--- src/rtl/blkz_pkg.sv ---
package blkz_pkg;
   typedef enum logic [1:0] {
      ST_OK    = 2'd0,
      ST_ALIGN = 2'd1,
      ST_DSE   = 2'd2,
      ST_MCHK  = 2'd3
   } blkz_status_e;

   typedef enum logic [2:0] {
      PH_IDLE,
      PH_DECIDE,
      PH_WBACK,
      PH_ZERO
   } blkz_phase_e;
endpackage

--- src/rtl/blkz_tag_store.sv ---
module blkz_tag_store #(
   parameter int SETS  = 8,
   parameter int TAG_W = 24,
   localparam int SET_W = $clog2(SETS)
) (
   input  logic             clk,
   input  logic             rst_n,
   input  logic [SET_W-1:0] sel_set,
   output logic [TAG_W-1:0] rd_tag,
   output logic             rd_valid,
   output logic             rd_dirty,
   input  logic             wr_en,
   input  logic [TAG_W-1:0] wr_tag
);
   logic [TAG_W-1:0] tag_a   [SETS];
   logic [SETS-1:0]  valid_a;
   logic [SETS-1:0]  dirty_a;

   for (genvar s = 0; s < SETS; s++) begin : g_set
      logic hit_wr;
      assign hit_wr = wr_en && (sel_set == SET_W'(s));

      always_ff @(posedge clk or negedge rst_n) begin
         if (!rst_n) begin
            valid_a[s] <= 1'b0;
            dirty_a[s] <= 1'b0;
         end else if (hit_wr) begin
            valid_a[s] <= 1'b1;
            dirty_a[s] <= 1'b1;
         end
      end

      always_ff @(posedge clk) begin
         if (hit_wr) tag_a[s] <= wr_tag;
      end
   end

   assign rd_tag   = tag_a[sel_set];
   assign rd_valid = valid_a[sel_set];
   assign rd_dirty = dirty_a[sel_set];
endmodule

--- src/rtl/blkz_data_store.sv ---
module blkz_data_store #(
   parameter int SETS       = 8,
   parameter int LINE_WORDS = 8,
   parameter int WORD_W     = 32,
   localparam int SET_W = $clog2(SETS),
   localparam int CNT_W = $clog2(LINE_WORDS)
) (
   input  logic              clk,
   input  logic [SET_W-1:0]  sel_set,
   input  logic [CNT_W-1:0]  sel_word,
   input  logic              wr_en,
   input  logic [WORD_W-1:0] wr_data,
   output logic [WORD_W-1:0] rd_data
);
   logic [WORD_W-1:0] words_a [SETS*LINE_WORDS];
   logic [SET_W+CNT_W-1:0] flat_idx;

   assign flat_idx = {sel_set, sel_word};

   always_ff @(posedge clk) begin
      if (wr_en) words_a[flat_idx] <= wr_data;
   end

   assign rd_data = words_a[flat_idx];
endmodule

--- src/rtl/blkz_ctrl.sv ---
module blkz_ctrl
   import blkz_pkg::*;
#(
   parameter int SET_W      = 3,
   parameter int TAG_W      = 24,
   parameter int LINE_WORDS = 8,
   localparam int CNT_W = $clog2(LINE_WORDS)
) (
   input  logic             clk,
   input  logic             rst_n,
   input  logic             req_valid,
   input  logic [SET_W-1:0] req_set,
   input  logic [TAG_W-1:0] req_tag,
   input  logic             attr_cacheable,
   input  logic             attr_write_thru,
   input  logic             perm_store_fault,
   input  logic [TAG_W-1:0] rd_tag,
   input  logic             rd_valid,
   input  logic             rd_dirty,
   input  logic             mem_wr_ready,
   input  logic             mem_wr_err,
   output logic             busy,
   output logic             done_ack,
   output blkz_status_e     done_status,
   output logic [SET_W-1:0] set_q,
   output logic [TAG_W-1:0] vtag_q,
   output logic [CNT_W-1:0] cnt_q,
   output logic             tag_wr_en,
   output logic             data_wr_en,
   output logic             mem_wr_valid
);
   localparam logic [CNT_W-1:0] LAST_WORD = CNT_W'(LINE_WORDS - 1);

   blkz_phase_e  phase_q;
   logic [TAG_W-1:0] tag_q;
   logic         err_q;
   logic         ack_q;
   blkz_status_e stat_q;
   logic         hit;

   assign hit          = rd_valid && (rd_tag == tag_q);
   assign busy         = (phase_q != PH_IDLE);
   assign mem_wr_valid = (phase_q == PH_WBACK);
   assign data_wr_en   = (phase_q == PH_ZERO);
   assign tag_wr_en    = (phase_q == PH_ZERO) && (cnt_q == LAST_WORD);
   assign done_ack     = ack_q;
   assign done_status  = stat_q;

   always_ff @(posedge clk or negedge rst_n) begin
      if (!rst_n) begin
         phase_q <= PH_IDLE;
         set_q   <= '0;
         tag_q   <= '0;
         vtag_q  <= '0;
         cnt_q   <= '0;
         err_q   <= 1'b0;
         ack_q   <= 1'b0;
         stat_q  <= ST_OK;
      end else begin
         ack_q <= 1'b0;
         unique case (phase_q)
            PH_IDLE: begin
               if (req_valid) begin
                  set_q   <= req_set;
                  tag_q   <= req_tag;
                  err_q   <= 1'b0;
                  cnt_q   <= '0;
                  phase_q <= PH_DECIDE;
               end
            end
            PH_DECIDE: begin
               if (perm_store_fault) begin
                  ack_q   <= 1'b1;
                  stat_q  <= ST_DSE;
                  phase_q <= PH_IDLE;
               end else if (!attr_cacheable || attr_write_thru) begin
                  ack_q   <= 1'b1;
                  stat_q  <= ST_ALIGN;
                  phase_q <= PH_IDLE;
               end else if (!hit && rd_valid && rd_dirty) begin
                  vtag_q  <= rd_tag;
                  phase_q <= PH_WBACK;
               end else begin
                  phase_q <= PH_ZERO;
               end
            end
            PH_WBACK: begin
               if (mem_wr_ready) begin
                  err_q <= err_q | mem_wr_err;
                  cnt_q <= cnt_q + 1'b1;
                  if (cnt_q == LAST_WORD) phase_q <= PH_ZERO;
               end
            end
            PH_ZERO: begin
               cnt_q <= cnt_q + 1'b1;
               if (cnt_q == LAST_WORD) begin
                  ack_q   <= 1'b1;
                  stat_q  <= err_q ? ST_MCHK : ST_OK;
                  phase_q <= PH_IDLE;
               end
            end
            default: phase_q <= PH_IDLE;
         endcase
      end
   end
endmodule

--- src/rtl/blkz_unit.sv ---
module blkz_unit
   import blkz_pkg::*;
#(
   parameter int ADDR_W     = 32,
   parameter int WORD_W     = 32,
   parameter int LINE_WORDS = 8,
   parameter int SETS       = 8
) (
   input  logic              clk,
   input  logic              rst_n,
   input  logic              req_valid,
   input  logic [ADDR_W-1:0] req_base,
   input  logic [ADDR_W-1:0] req_index,
   input  logic              req_base_zero,
   input  logic              req_record,
   input  logic              attr_cacheable,
   input  logic              attr_write_thru,
   input  logic              perm_store_fault,
   output logic              busy,
   output logic              done_ack,
   output logic [1:0]        done_status,
   output logic              mem_wr_valid,
   input  logic              mem_wr_ready,
   output logic [ADDR_W-1:0] mem_wr_addr,
   output logic [WORD_W-1:0] mem_wr_data,
   input  logic              mem_wr_err
);
   localparam int BYTE_W = $clog2(WORD_W / 8);
   localparam int CNT_W  = $clog2(LINE_WORDS);
   localparam int OFF_W  = CNT_W + BYTE_W;
   localparam int SET_W  = $clog2(SETS);
   localparam int TAG_W  = ADDR_W - SET_W - OFF_W;

   initial begin
      assert (WORD_W % 8 == 0 && (WORD_W / 8 & (WORD_W / 8 - 1)) == 0)
         else $error("WORD_W must be a power-of-two number of bytes");
      assert (LINE_WORDS >= 2 && (LINE_WORDS & (LINE_WORDS - 1)) == 0)
         else $error("LINE_WORDS must be a power of two");
      assert (SETS >= 2 && (SETS & (SETS - 1)) == 0)
         else $error("SETS must be a power of two");
      assert (TAG_W >= 1) else $error("address too narrow for geometry");
   end

   logic [ADDR_W-1:0] eff_addr;
   logic [TAG_W-1:0]  rd_tag, vtag_q;
   logic              rd_valid, rd_dirty, tag_wr_en, data_wr_en;
   logic [SET_W-1:0]  set_q;
   logic [CNT_W-1:0]  cnt_q;
   logic [TAG_W-1:0]  cur_tag_q;
   blkz_status_e      stat;
   logic              unused_bits;

   assign eff_addr    = req_index + (req_base_zero ? '0 : req_base);
   assign unused_bits = ^{req_record, eff_addr[OFF_W-1:0]};

   // Tag to install is captured alongside the request.
   always_ff @(posedge clk or negedge rst_n) begin
      if (!rst_n)                  cur_tag_q <= '0;
      else if (req_valid && !busy) cur_tag_q <= eff_addr[ADDR_W-1 -: TAG_W];
   end

   blkz_ctrl #(
      .SET_W(SET_W), .TAG_W(TAG_W), .LINE_WORDS(LINE_WORDS)
   ) u_ctrl (
      .clk(clk), .rst_n(rst_n),
      .req_valid(req_valid),
      .req_set(eff_addr[OFF_W +: SET_W]),
      .req_tag(eff_addr[ADDR_W-1 -: TAG_W]),
      .attr_cacheable(attr_cacheable),
      .attr_write_thru(attr_write_thru),
      .perm_store_fault(perm_store_fault),
      .rd_tag(rd_tag), .rd_valid(rd_valid), .rd_dirty(rd_dirty),
      .mem_wr_ready(mem_wr_ready), .mem_wr_err(mem_wr_err),
      .busy(busy), .done_ack(done_ack), .done_status(stat),
      .set_q(set_q), .vtag_q(vtag_q), .cnt_q(cnt_q),
      .tag_wr_en(tag_wr_en), .data_wr_en(data_wr_en),
      .mem_wr_valid(mem_wr_valid)
   );

   blkz_tag_store #(.SETS(SETS), .TAG_W(TAG_W)) u_tags (
      .clk(clk), .rst_n(rst_n), .sel_set(set_q),
      .rd_tag(rd_tag), .rd_valid(rd_valid), .rd_dirty(rd_dirty),
      .wr_en(tag_wr_en), .wr_tag(cur_tag_q)
   );

   blkz_data_store #(.SETS(SETS), .LINE_WORDS(LINE_WORDS), .WORD_W(WORD_W)) u_data (
      .clk(clk), .sel_set(set_q), .sel_word(cnt_q),
      .wr_en(data_wr_en), .wr_data('0), .rd_data(mem_wr_data)
   );

   assign done_status = stat;
   assign mem_wr_addr = {vtag_q, set_q, cnt_q, {BYTE_W{1'b0}}};
endmodule

--- config.mk ---
export PLATFORM = sky130hd
export DESIGN_NAME = blkz_unit
export DESIGN_NICKNAME = d
export VERILOG_FILES = /design/src/rtl/blkz_pkg.sv /design/src/rtl/blkz_tag_store.sv /design/src/rtl/blkz_data_store.sv /design/src/rtl/blkz_ctrl.sv /design/src/rtl/blkz_unit.sv
export SDC_FILE = /design/constraint.sdc
export NUM_CORES = 1
export LEC_CHECK = 0
export CORE_MARGIN = 2
export CORE_UTILIZATION = 45
export CTS_BUF_LIST = sky130_fd_sc_hd__clkbuf_2 sky130_fd_sc_hd__clkbuf_4 sky130_fd_sc_hd__clkbuf_8
export DETAILED_ROUTE_END_ITERATION = 6
export GPL_ROUTABILITY_DRIVEN = 1
export PLACE_DENSITY_LB_ADDON = 0.1
export SYNTH_ARGS = -nofsm -noshare
export SYNTH_HDL_FRONTEND = slang
export SYNTH_SLANG_ARGS = --single-unit
--- constraint.sdc ---
create_clock -name clk -period 8.14 [get_ports clk]
set_input_delay 1.628 -clock clk [delete_from_list [all_inputs] [get_ports clk]]
set_output_delay 1.628 -clock clk [all_outputs]
set_load 0.02 [all_outputs]
==> impl_metrics.toml, run 1 <==
[routing]
viasPerCell = 5.364
wl_per_cell_um = 19.93
drtPass1Iterations = 4
drt_wl_total_um = 25850
vias = 6957
ant_nets = 0
dr.first_iter.drc_count = 406
drc = 0

[power]
pwr-share-comb_pct = 29.5
p_seq_share_pct = 46.1
power_density_mw_per_mm2 = 311.1
pwr-share-clk_pct = 24.4
power.internal_mw = 2.927
switching_share_pct = 33.20
leakage_nw = 5.275
power_switching_mw = 1.455
peakVddDrop_v = 0.0001257

[critical_path]
cpMostUsedCell = "o21ai_0"
crit_start = "req_base_zero"
r2r-start = "u_ctrl.set_q[1]"
slowest_stage = "clkdlybuf4s50_1"
arrival_ns = 5.67
worst-r2r-setup-slack_ns = 3.64
required_ns = 8.53
path_class = "in -> reg"
crit_path_end = "cur_tag_q[19]"
start_kind = "primary input"
crit_chain = "clkdlybuf4s50_1, nor2b_1, ha_1, a21oi_1, o21ai_0, a2111oi_0, o211ai_1, a31oi_1, o21ai_0, a221oi_1, xor2_1, o21ai_0"
endpoint_kind = "flop"
path_max_fanout = 32
r2r-end = "u_ctrl.vtag_q[10]"
cpPeakStageDelay_ns = 1.09
r2r_cells = 10

[cts]
cts.sinks = 260
clk_latency_ns = 0.54
clockBufferDepth = 3
cts_resized = 0
clk_pin_slew_ns = 0.06
postCtsHoldBufs = 0
post_cts_buffers = 0
h-tree-depth = 2
cts_root_buf = "clkbuf_8"
tritoncts = "yes"
cts_buffers = 41

[timing]
fin_crit_ns = 5.279
fin_setup_tns_ns = 0
setup_viol = 0
skew_ns = 0.01979
holdWs_ns = 0.4636
finalHoldViolCount = 0
rsz0062_at_grt = "false"
maxSlewViolCount = 0
fin_crit_sh_pct = 64.85
maxSlewHeadroom_pct = 28.62
worst_pin_slew_ns = 1.068
fmax_mhz = 189.4

[global_routing]
grt_max_degree = 69
grt_pass1_wl_um = 40310
track_usage_pct = 18.58
globalRoute.totalOverflow = 0
antenna_found_initial = 0
grt_pass1_vias = 7298

[layout]
n_antenna_cell = 0
fillers = 2169
nets = 1036
syn2layout_area_growth_pct = 16.59
fin_area_mm2 = 0.01409
drive_above_1_share_pct = 14.66

[floorplanning]
ios = 143
core_area_mm2 = 0.02621
die_w_um = 167.9
die_height_um = 167.9
start_util_pct = 46.10
rows = 59
die_area_mm2 = 0.02818

[status]
outcome = "finished clean"

[placed_design]
globalplace.congestion = 0.7729
dp_hpwl_um = 16430
dpl_cell_area_mm2 = 0.01328
portBuffers = 107

[synthesis]
syn_area_mm2 = 0.01208
synth.distinct_cells = 58
yosysTopAreaCellShare_pct = 47.72
async_reset_ff_share_pct = 26.15
synth_seq_area_share_pct = 61.81
yosys-top-cells-area = "edfxtp_1 (48%), dfrtp_1 (14%), mux4_2 (5.6%)"
ys.flop_type = "edfxtp_1"
synth_warnings = 0
yosys.area.top_type = "edfxtp_1"
syn_inst = 807
avgSynthCellArea_um2 = 14.97
synth-seq-cells = 260
synth_edf_count = 192

[min_path]
hold_class = "reg -> reg"

[run]
maxCapViolations = 0
## cells in the mapped netlist (4+ instances only)
cell and count:
nor2b_1 32, edfxtp_1 192, mux4_1 14, a31oi_1 5, a21oi_1 27, nand2_1 40
ha_1 32, buf_4 39, a221oi_1 4, xor2_1 26, dfrtp_1 68, nand4_1 5
clkbuf_1 10, nand3_1 12, mux4_2 30, xnor2_1 19, buf_6 9, nor2_1 22
nor3_1 8, o21a_1 5, o31ai_1 5, a21o_1 13, o22ai_1 4, mux2i_1 46
mux2_2 9, a211oi_1 4, nand2b_1 6, or2_2 9, inv_1 31, o21ai_0 39
## cells by family after synthesis
group,share of synthesized area (%)
flip-flops,61.81
AND/OR/NAND/NOR,6.483
AO/OA/AOI/OAI,6.162
multiplexers,13.72
buffers and inverters,5.220
XOR/XNOR,3.262
adder cells (fa/ha/maj),3.314
other,0.03104
## cell type report
| type | count | area, µm² | share of cell area [%] |
|---|---|---|---|
| clock buffer | 62 | 740.7 | 5.258 |
| inverter | 31 | 116.4 | 0.8261 |
| clock inverter | 13 | 62.56 | 0.4441 |
| multi-input combinational | 483 | 4163 | 29.55 |
| sequential | 260 | 7471 | 53.04 |
| timing repair buffer | 113 | 1114 | 7.906 |
| tap | 335 | 419.2 | 2.976 |
## power by group through the flow
stage | clock network, mW | registers, mW | logic [mW]
global route | 1.16 | 2.06 | 1.41
floorplan | 0 | 1.97 | 0.934
detailed placement | 0 | 2.05 | 1.31
finish | 1.07 | 2.02 | 1.29
CTS | 1.10 | 2.03 | 1.32
global placement | 0 | 2.02 | 1.30
## worst max-delay path, delay by kind of cell
kind	cells	cell delay [ns]
xor gates and xnor gates	1	0.18
and+or+nand+nor	1	0.11
AOI/OAI and AO/OA	8	2.25
buffers and inverters	1	1.09
adders and majority gates	1	0.40
## layer usage
layer | share of wire, % | GRT usage [%] | routed length [µm] | up-vias
met2 | 50 | 31.96 | 12840 | 224
met1 | 44 | 24.77 | 11280 | 3455
li1 | - | - | - | 3238
met4 | 1.8 | 5.104 | 459 | 0
met5 | 0 | 0 | 0 | -
met3 | 4.9 | 2.821 | 1272 | 40
## stage by stage
| stage | power (mW) | std cells | util (%) | setup WS (ns) |
|---|---|---|---|---|
| floorplan | 2.901 | 840 | - | 3.805 |
| global placement | 3.320 | 1222 | 50.69 | 2.405 |
| detailed placement | 3.368 | 1222 | 50.69 | 2.261 |
| CTS | 4.450 | 1297 | 53.75 | 2.818 |
| global route | 4.629 | 1297 | 53.75 | 2.411 |
| finish | 4.382 | 1297 | 53.75 | 2.861 |
## placed cells by master, fill, tap and decap left out, drive strengths merged, types with 6 or more instances in the layout
master         instances
edfxtp               192
clkdlybuf4s50        106
dfrtp                 68
clkbuf                62
mux2i                 47
mux4                  44
nand2                 40
o21ai                 39
conb                  34
nor2b                 33
ha                    32
inv                   31
a21oi                 27
xor2                  26
nor2                  22
xnor2                 19
a21o                  13
nand3                 12
mux2                  11
clkinv                11
or2                    9
nor3                   8
buf                    7
nand2b                 6
## worst min-delay path by stage
stage	startpoint	end	slack, ns	depth (start not counted)
global route	u_tags.valid_a[6]	u_tags.valid_a[6]	0.48	1
CTS	u_tags.valid_a[6]	u_tags.valid_a[6]	0.47	1
detailed placement	u_tags.valid_a[6]	u_tags.valid_a[6]	0.45	1
floorplan	u_tags.valid_a[2]	u_tags.valid_a[2]	0.43	1
global placement	u_tags.valid_a[3]	u_tags.valid_a[3]	0.45	1
finish	u_tags.valid_a[6]	u_tags.valid_a[6]	0.46	1
## flip-flops by register name, summed over array words and instances (netlist names)
signal	count
cur_tag_q	23
u_ctrl.vtag_q	24
u_ctrl.done_ack	1
u_ctrl.cnt_q	3
u_ctrl.set_q	3
u_ctrl.tag_q	1
u_tags.valid_a	8
u_ctrl.phase_q	2
u_tags.tag_a	192
u_ctrl.done_status	2
u_ctrl.err_q	1
No activity file was read; power rests on OpenSTA's default activity.
==> run 2: changes to the inputs <==
==> constraint.sdc (replaced) <==
create_clock -name clk -period 4.2 [get_ports clk]
set_input_delay 0.84 -clock clk [delete_from_list [all_inputs] [get_ports clk]]
set_output_delay 0.84 -clock clk [all_outputs]
set_load 0.02 [all_outputs]
==> impl_metrics.toml, run 2 (synthesis results as in run 1) <==
[power]
power_switching_mw = 2.827
pwr-share-comb_pct = 29.0
p_seq_share_pct = 45.1
leakage_nw = 5.499
pwr-share-clk_pct = 25.9
switching_share_pct = 32.21
p_total_mw = 8.777
peakVddDrop_v = 0.0002174
power_density_mw_per_mm2 = 606.5
power.internal_mw = 5.949

[cts]
clk_latency_ns = 0.54
clk_pin_slew_ns = 0.06
cts.sinks = 260
cts_root_buf = "clkbuf_8"
postCtsHoldBufs = 0
cts_resized = 0
tritoncts = "yes"
clockBufferDepth = 3
h-tree-depth = 2
post_cts_buffers = 0
cts_buffers = 42

[layout]
largest_reg_flops = 192
drive_above_1_share_pct = 17.72
mostFrequentLayoutCells = "edfxtp_1 (192), clkdlybuf4s50_1 (106), dfrtp_1 (65)"
fin_area_mm2 = 0.01447
fillers = 2148
reg.largest.list = "u_tags.tag_a x192, u_ctrl.vtag_q x24, cur_tag_q x23"
n_antenna_cell = 0
largest_register = "u_tags.tag_a"
nets = 1065
layout_commonest_cell = "edfxtp_1"
postLayoutCoreUtil_pct = 55.22
syn2layout_area_growth_pct = 19.77
fin_cells = 1328

[timing]
skew_ns = 0.03173
rsz0062_at_grt = "false"
maxSlewViolCount = 0
fin_setup_tns_ns = 0
maxSlewHeadroom_pct = 36.00
worst_pin_slew_ns = 0.9601
finalHoldViolCount = 0
fin_crit_sh_pct = 88.44
fmax_mhz = 269.2
setup_viol = 0
fin_crit_ns = 3.714

[critical_path]
path_class = "reg -> reg"
start_kind = "flop"
crit_path_end = "u_ctrl.vtag_q[7]"
critPathTopFamily = "multiplexers"
endpoint_kind = "flop"
cp_num_buf_inv = 3
r2r-end = "u_ctrl.vtag_q[7]"
arrival_ns = 4.15
path_max_fanout = 23
cpMostUsedCell = "buf_12"
r2r-start = "u_ctrl.set_q[1]"
slowest_stage = "dfrtp_2"
path_depth = 11
worst-r2r-setup-slack_ns = 0.49
required_ns = 4.64
r2r_cells = 11
crit_chain = "buf_12, buf_12, mux4_2, mux2i_1, xor2_1, nand3_1, nor4_1, a21oi_1, nor2b_4, buf_12, mux2i_1"
cpPeakStageDelay_ns = 0.76
crit_start = "u_ctrl.set_q[1]"

[routing]
drc = 0
ant_nets = 0
vias = 6980
dr.first_iter.drc_count = 410
wl_per_cell_um = 19.39
drtPass1Iterations = 5
drt_wl_total_um = 25760
viasPerCell = 5.256

[placed_design]
dpl_cell_area_mm2 = 0.01356
portBuffers = 107
placed_cells = 1250
globalplace.congestion = 0.8104
dp_hpwl_um = 17510

[global_routing]
track_usage_pct = 18.68
grt_pass1_wl_um = 40620
grt_max_degree = 69
antenna_found_initial = 0
grt_pass1_vias = 7332
globalRoute.totalOverflow = 0

[floorplanning]
die_w_um = 167.9
die_height_um = 167.9
core_area_mm2 = 0.02621
rows = 59
ios = 143
start_util_pct = 46.10
die_area_mm2 = 0.02818

[run]
maxCapViolations = 0

[min_path]
hold_class = "in -> async"

[status]
outcome = "finished clean"
## run 2: worst reg2reg max path, delay by kind of cell (launching register included)
family	cells	cell delay, ns
xor+xnor	1	0.11
simple gates	3	0.73
buf+inv	3	0.71
flops	1	0.76
compound gates	1	0.26
mux	3	1.05
## run 2: worst min path at each step
stage                      startpoint                 to  slack (ns)  cells after the start
CTS                             rst_n   u_ctrl.vtag_q[5]        0.44                      1
global placement    u_tags.valid_a[2]  u_tags.valid_a[2]        0.45                      1
detailed placement  u_tags.valid_a[1]  u_tags.valid_a[1]        0.45                      1
finish                          rst_n   u_ctrl.vtag_q[5]        0.46                      1
floorplan           u_tags.valid_a[2]  u_tags.valid_a[2]        0.43                      1
global route        u_tags.valid_a[0]  u_tags.valid_a[0]        0.48                      1
## run 2: metal layers
metal | vias up | routed length, µm | track usage (%)
li1 | 3290 | - | -
met1 | 3436 | 11540 | 25.71
met2 | 220 | 12510 | 31.57
met3 | 34 | 1337 | 2.703
met4 | 0 | 371 | 4.688
met5 | - | 0 | 0
## run 2: power groups by stage
stage / clock network [mW] / registers (mW) / logic, mW
after detailed placement: 0 / 4.02 / 2.58
after CTS: 2.32 / 3.97 / 2.59
final: 2.27 / 3.95 / 2.55
after global placement: 0 / 3.97 / 2.56
after floorplan: 0 / 3.81 / 1.81
after global routing: 2.44 / 4.04 / 2.78
## run 2: layout make-up
| class | instances | area, µm² | area share (%) |
|---|---|---|---|
| Multi-Input combinational cell | 483 | 4163 | 28.77 |
| Sequential cell | 260 | 7471 | 51.63 |
| Clock buffer | 73 | 892.1 | 6.165 |
| Timing Repair Buffer | 141 | 1386 | 9.581 |
| Clock inverter | 5 | 22.52 | 0.1556 |
| Tap cell | 335 | 419.2 | 2.897 |
| Inverter | 31 | 116.4 | 0.8042 |
## run 2: metrics by stage
| step | hold WS [ns] | setup slack [ns] |
|---|---|---|
| 2_1_floorplan | 0.4337 | 0.4702 |
| 3_3_place_gp | 0.4472 | -0.02151 |
| 3_5_place_dp | 0.4477 | -0.06493 |
| 4_1_cts | 0.4412 | 0.4058 |
| 5_1_grt | 0.4846 | 0.1763 |
| 6_report | 0.4637 | 0.4857 |
